`src/rtl/dcds_pkg.sv`:
```
package dcds_pkg;
  typedef enum logic [1:0] {ST_IDLE, ST_COUNT, ST_FIN} dcds_state_e;
  typedef enum logic {PH_RST = 1'b0, PH_SIG = 1'b1} dcds_phase_e;
  typedef enum logic {SUB_DOWN = 1'b0, SUB_INV = 1'b1} dcds_sub_e;
endpackage

```
`src/rtl/dcds_cmp_sync.sv`:
```
module dcds_cmp_sync #(
  parameter int SYNC_N = 2
) (
  input  logic clk_i,
  input  logic rst_ni,
  input  logic cmp_i,
  output logic stop_o,
  output logic late_o
);
  logic [SYNC_N-1:0] s_q;
  logic [SYNC_N-1:0] h_q;
  logic              hn_q;

  always_ff @(posedge clk_i or negedge rst_ni)
    if (!rst_ni) s_q <= '0;
    else         s_q <= {s_q[SYNC_N-2:0], cmp_i};

  // falling-edge sample gives the half-period position of the toggle
  always_ff @(negedge clk_i or negedge rst_ni)
    if (!rst_ni) hn_q <= 1'b0;
    else         hn_q <= cmp_i;

  always_ff @(posedge clk_i or negedge rst_ni)
    if (!rst_ni) h_q <= '0;
    else         h_q <= {h_q[SYNC_N-2:0], hn_q};

  assign stop_o = s_q[SYNC_N-1];
  // toggle after the falling edge: the half-rate chain lags by one cycle
  assign late_o = ~h_q[SYNC_N-1];
endmodule

```
`src/rtl/dcds_acc.sv`:
```
module dcds_acc #(
  parameter int CNT_W = 12
) (
  input  logic             clk_i,
  input  logic             rst_ni,
  input  logic             clr_i,
  input  logic             mclr_i,
  input  logic             inv_i,
  input  logic             en_i,
  input  logic             down_i,
  input  logic             ddr_i,
  input  logic             stop_i,
  input  logic             late_i,
  output logic [CNT_W-1:0] acc_o,
  output logic             sat_o
);
  localparam logic [CNT_W-1:0] LIMIT = {1'b0, {(CNT_W-1){1'b1}}};

  logic [CNT_W-1:0] acc_q, mag_q, room, raw, inc;

  always_comb begin
    room = LIMIT - mag_q;
    if (stop_i)     raw = CNT_W'(ddr_i & late_i);
    else if (ddr_i) raw = CNT_W'(2);
    else            raw = CNT_W'(1);
    inc = (raw > room) ? room : raw;
  end

  always_ff @(posedge clk_i or negedge rst_ni) begin
    if (!rst_ni) begin
      acc_q <= '0;
      mag_q <= '0;
    end else if (clr_i) begin
      acc_q <= '0;
      mag_q <= '0;
    end else if (mclr_i) begin
      mag_q <= '0;
      if (inv_i) acc_q <= ~acc_q;
    end else if (en_i) begin
      mag_q <= mag_q + inc;
      acc_q <= down_i ? acc_q - inc : acc_q + inc;
    end
  end

  assign acc_o = acc_q;
  assign sat_o = (mag_q == LIMIT);


  sat_freeze_chk: assert property (@(posedge clk_i) disable iff (!rst_ni)
    (en_i && sat_o && !clr_i && !mclr_i) |=> $stable(acc_q));
endmodule

```
`src/rtl/dcds_ctrl.sv`:
```
module dcds_ctrl
  import dcds_pkg::*;
#(
  parameter int CNT_W = 12
) (
  input  logic             clk_i,
  input  logic             rst_ni,
  input  logic             start_i,
  input  logic             phase_i,
  input  logic             mode_i,
  input  logic             ddr_i,
  input  logic             stop_i,
  input  logic             sat_i,
  input  logic [CNT_W-1:0] acc_i,
  output logic             clr_o,
  output logic             mclr_o,
  output logic             inv_o,
  output logic             en_o,
  output logic             down_o,
  output logic             ddr_o,
  output logic [CNT_W-1:0] result_o,
  output logic             done_o,
  output logic             ovf_o
);
  dcds_state_e      state_q;
  dcds_phase_e      ph_q;
  dcds_sub_e        mode_q;
  logic             ddr_q, ovf_q, done_q;
  logic [CNT_W-1:0] res_q;
  logic             rst_start, sig_start, phase_end;

  assign rst_start = start_i && (phase_i == PH_RST);
  assign sig_start = start_i && (phase_i == PH_SIG);
  assign phase_end = (state_q == ST_COUNT) && (stop_i || sat_i);

  always_ff @(posedge clk_i or negedge rst_ni) begin
    if (!rst_ni) begin
      state_q <= ST_IDLE;
      ph_q    <= PH_RST;
      mode_q  <= SUB_DOWN;
      ddr_q   <= 1'b0;
      ovf_q   <= 1'b0;
      done_q  <= 1'b0;
      res_q   <= '0;
    end else begin
      done_q <= 1'b0;
      if (rst_start) begin
        state_q <= ST_COUNT;
        ph_q    <= PH_RST;
        mode_q  <= dcds_sub_e'(mode_i);
        ddr_q   <= ddr_i;
        ovf_q   <= 1'b0;
        res_q   <= '0;
      end else if (sig_start) begin
        state_q <= ST_COUNT;
        ph_q    <= PH_SIG;
      end else begin
        case (state_q)
          ST_COUNT: if (phase_end) begin
            ovf_q   <= ovf_q | sat_i;
            state_q <= (ph_q == PH_SIG) ? ST_FIN : ST_IDLE;
          end
          ST_FIN: begin
            // invert method owes +1 to complete the negation
            res_q   <= acc_i + CNT_W'(mode_q == SUB_INV);
            done_q  <= 1'b1;
            state_q <= ST_IDLE;
          end
          default: ;
        endcase
      end
    end
  end

  assign clr_o    = rst_start;
  assign mclr_o   = sig_start;
  assign inv_o    = sig_start && (mode_q == SUB_INV);
  assign en_o     = (state_q == ST_COUNT) && !start_i;
  assign down_o   = (ph_q == PH_RST) && (mode_q == SUB_DOWN);
  assign ddr_o    = ddr_q;
  assign result_o = res_q;
  assign done_o   = done_q;
  assign ovf_o    = ovf_q;


  done_pulse_chk: assert property (@(posedge clk_i) disable iff (!rst_ni)
    done_q |=> !done_q);

  result_hold_chk: assert property (@(posedge clk_i) disable iff (!rst_ni)
    (state_q != ST_FIN && !rst_start) |=> $stable(res_q));

  ovf_hold_chk: assert property (@(posedge clk_i) disable iff (!rst_ni)
    (ovf_q && !rst_start) |=> ovf_q);

  cfg_hold_chk: assert property (@(posedge clk_i) disable iff (!rst_ni)
    !rst_start |=> ($stable(ddr_q) && $stable(mode_q)));

  stop_leave_chk: assert property (@(posedge clk_i) disable iff (!rst_ni)
    (state_q == ST_COUNT && stop_i && !start_i) |=> (state_q != ST_COUNT));
endmodule

```
`src/rtl/col_dcds_counter.sv`:
```
module col_dcds_counter #(
  parameter int CNT_W  = 12,
  parameter int SYNC_N = 2
) (
  input  logic             clk_i,
  input  logic             rst_ni,
  input  logic             cmp_i,
  input  logic             start_i,
  input  logic             phase_i,
  input  logic             mode_i,
  input  logic             ddr_i,
  output logic [CNT_W-1:0] result_o,
  output logic             done_o,
  output logic             ovf_o
);
  logic             stop, late, sat, clr, mclr, inv, en, down, ddr;
  logic [CNT_W-1:0] acc;

  dcds_cmp_sync #(.SYNC_N(SYNC_N)) u_sync (
    .clk_i(clk_i), .rst_ni(rst_ni), .cmp_i(cmp_i),
    .stop_o(stop), .late_o(late)
  );

  dcds_acc #(.CNT_W(CNT_W)) u_acc (
    .clk_i(clk_i), .rst_ni(rst_ni), .clr_i(clr), .mclr_i(mclr), .inv_i(inv),
    .en_i(en), .down_i(down), .ddr_i(ddr), .stop_i(stop), .late_i(late),
    .acc_o(acc), .sat_o(sat)
  );

  dcds_ctrl #(.CNT_W(CNT_W)) u_ctrl (
    .clk_i(clk_i), .rst_ni(rst_ni), .start_i(start_i), .phase_i(phase_i),
    .mode_i(mode_i), .ddr_i(ddr_i), .stop_i(stop), .sat_i(sat), .acc_i(acc),
    .clr_o(clr), .mclr_o(mclr), .inv_o(inv), .en_o(en), .down_o(down),
    .ddr_o(ddr), .result_o(result_o), .done_o(done_o), .ovf_o(ovf_o)
  );
endmodule

```
`config.mk`:
```
export PLATFORM = sky130hd
export DESIGN_NAME = col_dcds_counter
export DESIGN_NICKNAME = d
export VERILOG_FILES = /design/src/rtl/dcds_pkg.sv /design/src/rtl/dcds_cmp_sync.sv /design/src/rtl/dcds_acc.sv /design/src/rtl/dcds_ctrl.sv /design/src/rtl/col_dcds_counter.sv
export SDC_FILE = /design/constraint.sdc
export NUM_CORES = 1
export LEC_CHECK = 0
export BUFFER_PORTS_ARGS = -buffer_cell sky130_fd_sc_hd__buf_2
export CAP_MARGIN = 15
export CORE_ASPECT_RATIO = 1.4
export CORE_MARGIN = 5
export CORE_UTILIZATION = 55
export CTS_CLUSTER_SIZE = 28
export DETAILED_ROUTE_END_ITERATION = 6
export MAX_ROUTING_LAYER = met4
export PLACE_DENSITY_LB_ADDON = 0.25
export SYNTH_ARGS = -nofsm -noshare
export SYNTH_HDL_FRONTEND = slang
export SYNTH_SLANG_ARGS = --single-unit
```
`constraint.sdc`:
```
create_clock -name clk_i -period 4 [get_ports clk_i]
set_input_delay 1.2 -clock clk_i [delete_from_list [all_inputs] [get_ports clk_i]]
set_output_delay 1.2 -clock clk_i [all_outputs]
set_load 0.01 [all_outputs]
```
==> metrics, run 1 <==
fin crit share 0.979; Die Height 97.0 µm; Worst-path clk slew 0.09 ns; Post-route DRC 0; IO buf count 20; maximum number of pins on one net before global-route repair 48; # H-tree levels 2; # clock sinks 48; Site Rows 31; Fill cells 432; syn_area_per_cell 9.33 µm²; final worst slack 0.0833 ns; crit path kind register to register; Hold-fix buffers, CTS 0; placement-stage worst setup slack 0.0319 ns; worst-path fanout max 5; Power Density 594 nW/µm²; Post-synth ARST share 1.00; total power 2.05 mW; antenna violations before repair 0; Slew HR 0.533; syn_nets 348; All-Layer GR Usage 0.198; EDFF count, synth 0; Synthesis Warnings 0; critical path required time 4.24 ns; final setup fails 0; worst vdd rail ir drop 0.336 mV; DR vias 2359; drt first pass iters 4; layout cells sized above 1 0.226; vias in the first global route 2428; Final nets 377; count of cell types in the netlist 49; Cells after Synth 319; WL final 6.36 mm; Pins Over Slew Limit 0; Final Hold Viols 0; clock root buffer clkbuf_8; Area growth syn-to-layout 16.1%; CTS tree yes; Iteration-0 DRC Markers 100; Crit path arrival time 4.16 ns; element type at the critical path start register; setup_tns 0 ns; Tightest Pin Transition 0.697 ns; LEAKAGE 1.58 nW; max_cap viols 0; Num CTS Buffers 5; max frequency 255 MHz; Via density 5.68; crit path capture type register; Placer Congestion 0.832; grt ovf 0; ANT cells 0; routed length per instance 15.3 µm; RSZ-0062 raised after global routing yes; Final ANT Viol Nets 0; synthesized area 2980 µm²; first-pass GRT wire length 10.9 mm; most common cell after layout, fill and taps aside dfrtp_1; Die Width 72.2 µm; Core Box Area 5240 µm²; status finished clean; clock insertion delay at the later pin of the skew report 0.31 ns; most frequent cells in the layout 45 x dfrtp_1, 28 x nor2_1, 25 x o21ai_0; initial core utilization 0.568; Ports 21; die area 7000 µm²; Seq/Total Area, Yosys 0.404; top_reg_cell synth dfrtp_1; FF+latch count, synth 48; Post-DP HPWL 4.67 mm; Final Util 0.660; clk_skew 0.0147 ns; CTS Buffer Depth 2; HP Class register to register; post-layout min period 3.92 ns
-- cells in the mapped netlist, drive strengths merged, types with 2 or more instances --
cell type,instances,area share
nand2b,5,0.011
a21oi,16,0.027
a21boi,2,0.0050
or3,3,0.0067
o21ai,26,0.044
o32a,2,0.0067
a211oi,2,0.0050
inv,19,0.024
o22ai,3,0.0063
mux2i,11,0.037
nand2,24,0.033
or2,5,0.011
or4,2,0.0050
and3,2,0.0059
xnor2,9,0.026
nand3,13,0.022
o211ai,2,0.0050
ha,20,0.084
a31o,2,0.0059
dfrtp,47,0.40
mux2,5,0.019
nand4,4,0.0084
o31ai,2,0.0050
clkbuf,10,0.013
xor2,14,0.041
a22o,2,0.0059
nor2b,9,0.019
nor2,31,0.039
nor3,5,0.0084
fa,2,0.013
o21a,5,0.013
-- sequential cells by signal, summed over array words and instances (netlist names) --
register / cells
u_ctrl.ovf_o: 1
u_sync.s_q: 2
u_acc.mag_q: 12
u_ctrl.ph_q: 1
u_sync.hn_q: 1
u_ctrl.mode_q: 1
u_sync.h_q: 2
u_acc.acc_o: 12
u_ctrl.done_o: 1
u_ctrl.state_q: 2
u_ctrl.result_o: 12
u_ctrl.ddr_o: 1
-- path summary, 6_finish.rpt --
kind,cells after the start,from,to,slack (ns)
min in group asynchronous,2,rst_ni,u_ctrl.result_o[8],1.05
worst min register to register,0,u_sync.h_q[0],u_sync.h_q[1],0.36
worst max-delay path,19,u_sync.s_q[1],u_acc.acc_o[11],0.08
worst min-delay path,0,u_sync.h_q[0],u_sync.h_q[1],0.36
worst max register to register,19,u_sync.s_q[1],u_acc.acc_o[11],0.08
max in group asynchronous,1,rst_ni,u_sync.hn_q,1.27
-- per-stage QoR --
stage	hold WS, ns	cell area (µm²)	std cells
2_1_floorplan	0.331	2980	319
3_3_place_gp	0.339	3160	400
3_5_place_dp	0.356	3160	400
4_1_cts	0.364	3280	408
5_1_grt	0.381	3460	415
6_report	0.358	3460	415
-- layer usage --
layer	part of all wire	GRT usage
met2	0.54	0.342
met5	0	-
met3	0.037	0.0290
met1	0.39	0.217
met4	0.035	0.0970
-- worst max-delay path, cell delays in order, from the launching register on --
cell	delay [ns]
dfrtp_2	0.44
nand2_2	0.06
nor2_2	0.11
nor2_2	0.05
ha_1	0.28
nand2_1	0.06
nand3b_1	0.12
nor4_4	0.32
buf_4	0.17
mux2_4	0.32
inv_4	0.07
ha_4	0.19
mux2i_2	0.20
ha_1	0.28
nor2b_4	0.14
o31ai_4	0.32
a32oi_2	0.21
a21oi_2	0.21
xnor2_2	0.13
mux2i_1	0.18
-- cell families (layout without fill, tap and decap cells) --
logic type	after synthesis	count (layout)	synth area share
AOI/OAI and AO/OA	73	73	0.153
xor gates and xnor gates	23	23	0.0677
adders and majority gates	22	22	0.0976
buffers and inverters	30	60	0.0378
DFF	48	48	0.404
muxes	16	16	0.0559
and+or+nand+nor	107	107	0.184
-- what timing repair did --
action | CTS | global route
endpoints found under the setup margin | 0 | 8
resized for setup | 0 | 33
hold endpoints to repair | 0 | 0
setup buffers | 0 | 7
-- area by class of cell --
type	count	area, µm²	area share
multi-input combinational	241	1780	0.514
sequential	48	1200	0.348
timing repair buffer	33	198	0.0572
clock buffer	6	82.6	0.0239
tap	66	82.6	0.0239
inverter	19	73.8	0.0214
clock inverter	2	38.8	0.0112
-- where the power goes --
group          switching [mW]  internal, mW
combinational           0.508         0.465
clock                   0.165         0.204
sequential              0.136         0.575
total                   0.809          1.24
Power figures use the tool's default switching activity.
==> run 2, diff against run 1 <==
Settings changed: SETUP_SLACK_MARGIN from default to 0.2.
==> run 2 against run 1 <==
First-iteration DRC count increased by 11%. Count of clock-buffer cells in the layout unchanged. Highest routed layer unchanged. Design area increased by 2.8%.
==> metrics, run 2 (same netlist as run 1, synthesis figures left out) <==
status finished clean; crit path launch u_sync.s_q[1]; most common cell after layout, fill and taps aside dfrtp_1; CTS Buffer Depth 2 (unchanged); drt first pass iters 4 (unchanged); reg2reg setup slack 0.30 ns (+0.22 ns); grt ovf 0 (unchanged); IO buf count 20 (unchanged); Iteration-0 DRC Markers 111 (+11%); hold depth 0 (unchanged); worst-path fanout max 4 (-1); initial core utilization 0.568 (unchanged); RR Startpoint u_sync.s_q[1]; routed length per instance 15.4 µm (+0.85%); HP Class register to register; fin area 3550 µm² (+2.8%); Final Hold Viols 0 (unchanged); # H-tree levels 2 (unchanged); Ports 21 (unchanged); Post-route DRC 0 (unchanged); ANT cells 0 (unchanged); maximum number of pins on one net before global-route repair 48 (unchanged); post-layout min period 3.70 ns (-0.221 ns); WL final 6.49 mm (+2.1%); clock insertion delay at the later pin of the skew report 0.30 ns (about the same); # clock sinks 48 (unchanged); most frequent cells in the layout 46 x dfrtp_1, 31 x nor2_1, 26 x o21ai_0; crit path capture type register; Fill cells 407 (-5.8%); Pins Over Slew Limit 0 (unchanged); Crit path arrival time 3.95 ns (-0.21 ns); final worst slack 0.305 ns (+0.221 ns); layout cells sized above 1 0.249 (+0.0222); element type at the critical path start register; CTS tree yes; Slew HR 0.528 (-0.00491); placement-stage worst setup slack 0.0319 ns (unchanged); All-Layer GR Usage 0.208 (+0.00983); WHS Endpoint u_sync.h_q[1]; hold path startpoint u_sync.h_q[0]; Num CTS Buffers 5 (unchanged); Die Width 72.2 µm (unchanged); Die Height 97.0 µm (unchanged); max_cap viols 0 (unchanged); Worst-path clk slew 0.09 ns (about the same); Power Density 603 nW/µm² (+1.5%); die area 7000 µm² (unchanged); Post-DP HPWL 4.67 mm (unchanged); RR Endpoint u_acc.acc_o[5]; clock root buffer clkbuf_8; total power 2.14 mW (+4.3%); Placer Congestion 0.832 (unchanged); critical path required time 4.25 ns (about the same); max frequency 271 MHz (+6.0%); antenna violations before repair 0 (unchanged); DR vias 2401 (+1.8%); clk_skew 0.0149 ns (+0.000226 ns); Core Box Area 5240 µm² (unchanged); Site Rows 31 (unchanged); Area growth syn-to-layout 19.4%; worst vdd rail ir drop 0.336 mV (about the same); Final nets 382 (+1.3%); vias in the first global route 2500 (+3.0%); RSZ-0062 raised after global routing yes; fin crit share 0.924 (-0.0553); setup_tns 0 ns (unchanged); placed instance area 3160 µm² (unchanged); Via density 5.72 (+0.57%); final setup fails 0 (unchanged); cells on worst reg2reg path 19 (unchanged); LEAKAGE 1.61 nW (+2.1%); crit path kind register to register; Tightest Pin Transition 0.705 ns (+0.00734 ns); first-pass GRT wire length 11.4 mm (+4.3%); Final ANT Viol Nets 0 (unchanged)
==> run 2: stage by stage <==
| stage | cells | utilization | hold slack, ns |
|---|---|---|---|
| global placement | 400 | 0.604 | 0.339 |
| floorplan | 319 | - | 0.331 |
| CTS | 417 | 0.663 | 0.364 |
| detailed placement | 400 | 0.604 | 0.356 |
| finish | 420 | 0.678 | 0.359 |
| global route | 420 | 0.678 | 0.381 |
==> run 2: how the worst max path moves through the flow <==
| stage | endpoint |
|---|---|
| finish | u_acc.acc_o[5] |
| global route | u_acc.acc_o[9] |
| CTS | u_acc.acc_o[5] |
| detailed placement | u_acc.acc_o[11] |
| global placement | u_acc.acc_o[11] |
| floorplan | u_acc.acc_o[5] |
==> run 2: worst max-delay path, stage by stage (launching register included) <==
cell and delay [ns]:
dfrtp_2 0.43, buf_4 0.15, nor2b_4 0.11, ha_1 0.24, nand2_1 0.07, nand3b_1 0.10
nor4_4 0.18, buf_4 0.16, mux2_4 0.31, inv_4 0.07, ha_4 0.20, mux2i_4 0.20
ha_4 0.23, nor2b_4 0.12, o31ai_2 0.17, buf_4 0.18, a21boi_2 0.07, o21a_1 0.20
o32ai_2 0.26, mux2_4 0.20
==> run 2: timing repair <==
action | in CTS | in global routing
setup buffers | 9 | 3
cloned | 0 | 0
hold buffers | 0 | 0
endpoints found under the hold margin | 0 | 0
endpoints found under the setup margin | 6 | 10
resized for setup | 26 | 14
pin swaps | 11 | 20
==> run 2: power by group <==
part	switching (mW)	internal [mW]
Sequential	0.140	0.574
Combinational	0.547	0.512
Clock	0.164	0.204
==> run 2: layer usage <==
layer	GRT usage	vias to the layer above	part of all wire
met5	-	-	0
met4	0.111	0	0.049
met3	0.0322	29	0.034
met2	0.359	53	0.54
met1	0.222	1130	0.38
li1	-	1189	-
==> run 2: cell type report <==
cell class | instances | area, µm² | share of cell area
well taps | 66 | 82.6 | 0.0232
flip-flops and latches | 48 | 1200 | 0.338
inverters | 19 | 73.8 | 0.0208
multi-input cells | 241 | 1840 | 0.517
repair buffers | 38 | 235 | 0.0662
clock buffers | 6 | 82.6 | 0.0232
clock inverters | 2 | 38.8 | 0.0109
==> run 3, diff against run 2 <==
Settings changed: SYNTH_HIERARCHICAL from default to 1.
==> run 3 against run 2 <==
First-iteration DRC count is 45% higher. Global-route usage is 0.64 points lower. Sequential share of layout area is 1.3 points lower. Maximum frequency is 6.7% lower. Critical path depth is 2 lower. Design area is 3.9% higher. Synthesized cell count is 2.8% higher. Worst setup slack worse by 0.27 ns. Synthesized area is 3.3% higher. Critical endpoint is now u_acc/acc_o[10].
==> metrics, run 3 <==
initial core utilization 0.560 (-0.00777); max_cap viols 0 (unchanged); CTS Buffer Depth 2 (unchanged); die area 7210 µm² (+2.9%); max frequency 252 MHz (-6.7%); routed length per instance 14.6 µm (-5.6%); RSZ-0062 raised after global routing yes; IO buf count 20 (unchanged); syn_nets 357 (+2.6%); met1 usage 0.212 (-0.0103); clk_skew 0.00912 ns (-0.00581 ns); Post-synth top cells 47 x dfrtp_1, 32 x nand2_1, 30 x nor2_1, 30 x o21ai_0, 20 x ha_1; worst-path fanout max 4 (unchanged); Iteration-0 DRC Markers 161 (+45%); layout cells sized above 1 0.262 (+0.0136); Cells after Synth 328 (+2.8%); met3 Use GR 0.0337 (+0.00152); final setup fails 0 (unchanged); crit path kind register to register; CTS tree yes; GRT Max-Usage Layer met2; Worst-path clk slew 0.09 ns (about the same); EDFF count, synth 0 (unchanged); LEAKAGE 1.66 nW (+2.7%); crit path capture type register; Slew HR 0.554 (+0.0252); grt ovf 0 (unchanged); Seq/Total Area, Yosys 0.391 (-0.0130); FF+latch count, synth 48 (unchanged); Crit path arrival time 4.16 ns (+0.21 ns); critical path required time 4.20 ns (-0.05 ns); Pins Over Slew Limit 0 (unchanged); Synthesis Warnings 6 (+6); Via density 5.59 (-2.2%); most frequent cells in the layout 46 x dfrtp_1, 32 x nand2_1, 29 x nor2_1; clock root buffer clkbuf_8; Num CTS Buffers 5 (unchanged); HP Class register to register; top_reg_cell synth dfrtp_1; Post-synth ARST share 1.00 (unchanged); # clock sinks 48 (unchanged); most frequent cell after synthesis dfrtp_1; status finished clean; Final ANT Viol Nets 0 (unchanged); first-pass GRT wire length 11.2 mm (-1.9%); element type at the critical path start register; top-area cell type share of the netlist area 0.383 (-0.0127); post-layout min period 3.96 ns (+0.266 ns); Core Box Area 5490 µm² (+4.8%); Die Width 73.2 µm (+1.4%); vias in the first global route 2513 (+0.52%); clock insertion delay at the later pin of the skew report 0.31 ns (about the same); Synth area leader dfrtp_1; worst vdd rail ir drop 0.227 mV (-33%); Final Util 0.673 (-0.00570); fin crit share 0.990 (+0.0666); setup_tns 0 ns (unchanged); Hold-fix buffers, CTS 0 (unchanged); antenna violations before repair 0 (unchanged); Site Rows 32 (+3.2%); Final nets 398 (+4.2%); maximum number of pins on one net before global-route repair 48 (unchanged); WL final 6.39 mm (-1.5%); Area growth syn-to-layout 20.0%; ANT cells 0 (unchanged); top cells by area, synth dfrtp_1 38%, ha_1 8.1%, o21ai_0 4.9%, xnor2_1 4.0%, mux2i_1 3.9%; most common cell after layout, fill and taps aside dfrtp_1; Die Height 98.5 µm (+1.5%); Placer Congestion 0.889 (+6.8%); count of cell types in the netlist 53 (+8.2%); Post-route DRC 0 (unchanged); drt first pass iters 4 (unchanged); Tightest Pin Transition 0.667 ns (-0.0377 ns); syn_area_per_cell 9.37 µm² (+0.49%); All-Layer GR Usage 0.202 (-0.00643); Final Hold Viols 0 (unchanged); # H-tree levels 2 (unchanged); Power Density 606 nW/µm² (+0.48%); met2 Usage GRT 0.362 (+0.00252); synthesized area 3070 µm² (+3.3%); Post-DP HPWL 4.73 mm (+1.3%); DR vias 2450 (+2.0%); Ports 21 (unchanged)
run 3: logic make-up after synthesis:
family                   Yosys count  share of synthesized area
AND/OR/NAND/NOR                  119                      0.205
AO/OA/AOI/OAI                     69                      0.142
flip-flops                        48                      0.391
XOR/XNOR                          28                     0.0822
buffers and inverters             27                     0.0350
adder cells (fa/ha/maj)           22                     0.0944
multiplexers                      15                     0.0501
run 3: final timing paths:
kind	from	endpoint	slack, ns	cells past startpoint
setup / recovery	u_sync/s_q[1]	u_acc/acc_o[10]	0.04	17
hold reg to reg	u_sync/h_q[0]	u_sync/h_q[1]	0.35	0
max in group asynchronous	rst_ni	u_sync/hn_q	1.29	1
min in group asynchronous	rst_ni	u_acc/acc_o[5]	1.04	2
setup reg to reg	u_sync/s_q[1]	u_acc/acc_o[10]	0.04	17
hold / removal	u_sync/h_q[0]	u_sync/h_q[1]	0.35	0
run 3: cell type report:
type	count	area [µm²]
multi-input combinational	253	1930
fill	414	1800
sequential	48	1200
timing repair buffer	43	284
tap	68	85.1
clock buffer	5	68.8
inverter	18	67.6
clock inverter	3	47.5
run 3: critical path, cell delays in order, from the launching register on:
cell	delay [ns]
dfrtp_2	0.44
buf_6	0.13
nor2b_4	0.14
ha_4	0.22
a2111oi_4	0.39
mux2i_1	0.28
inv_1	0.10
ha_4	0.27
nor2_2	0.03
a21oi_2	0.17
fa_2	0.24
nor2b_2	0.05
o31a_1	0.25
or4_4	0.44
a31oi_4	0.21
a21oi_2	0.08
mux2i_1	0.12
a221o_1	0.29
run 3: per-layer routing:
metal	part of all wire	vias up	wire length, µm
met1	0.38	1177	2400
li1	-	1216	-
met3	0.039	15	248
met4	0.026	0	164
met5	0	-	0
met2	0.56	42	3580
run 3: stage by stage:
stage	std cells	setup slack [ns]	power, mW	hold WS [ns]	area, µm²
after floorplan	328	-0.143	1.47	0.331	3150
after global placement	421	-0.00467	1.68	0.336	3400
after detailed placement	421	-0.117	1.72	0.337	3400
after CTS	437	-0.0112	2.20	0.358	3650
after global routing	438	-0.128	2.41	0.368	3690
final	438	0.0381	2.24	0.354	3690
run 3: power breakdown:
part | switching [mW] | internal, mW | leakage [nW]
Sequential | 0.153 | 0.575 | 0.626
Combinational | 0.574 | 0.573 | 0.973
Clock | 0.172 | 0.188 | 0.0583
run 3: timing repair:
action                                 CTS  global route
setup buffers                            8             1
pin swaps                                6             7
resized for setup                       15             7
endpoints found under the hold margin    0             0
setup endpoints to repair                3             7
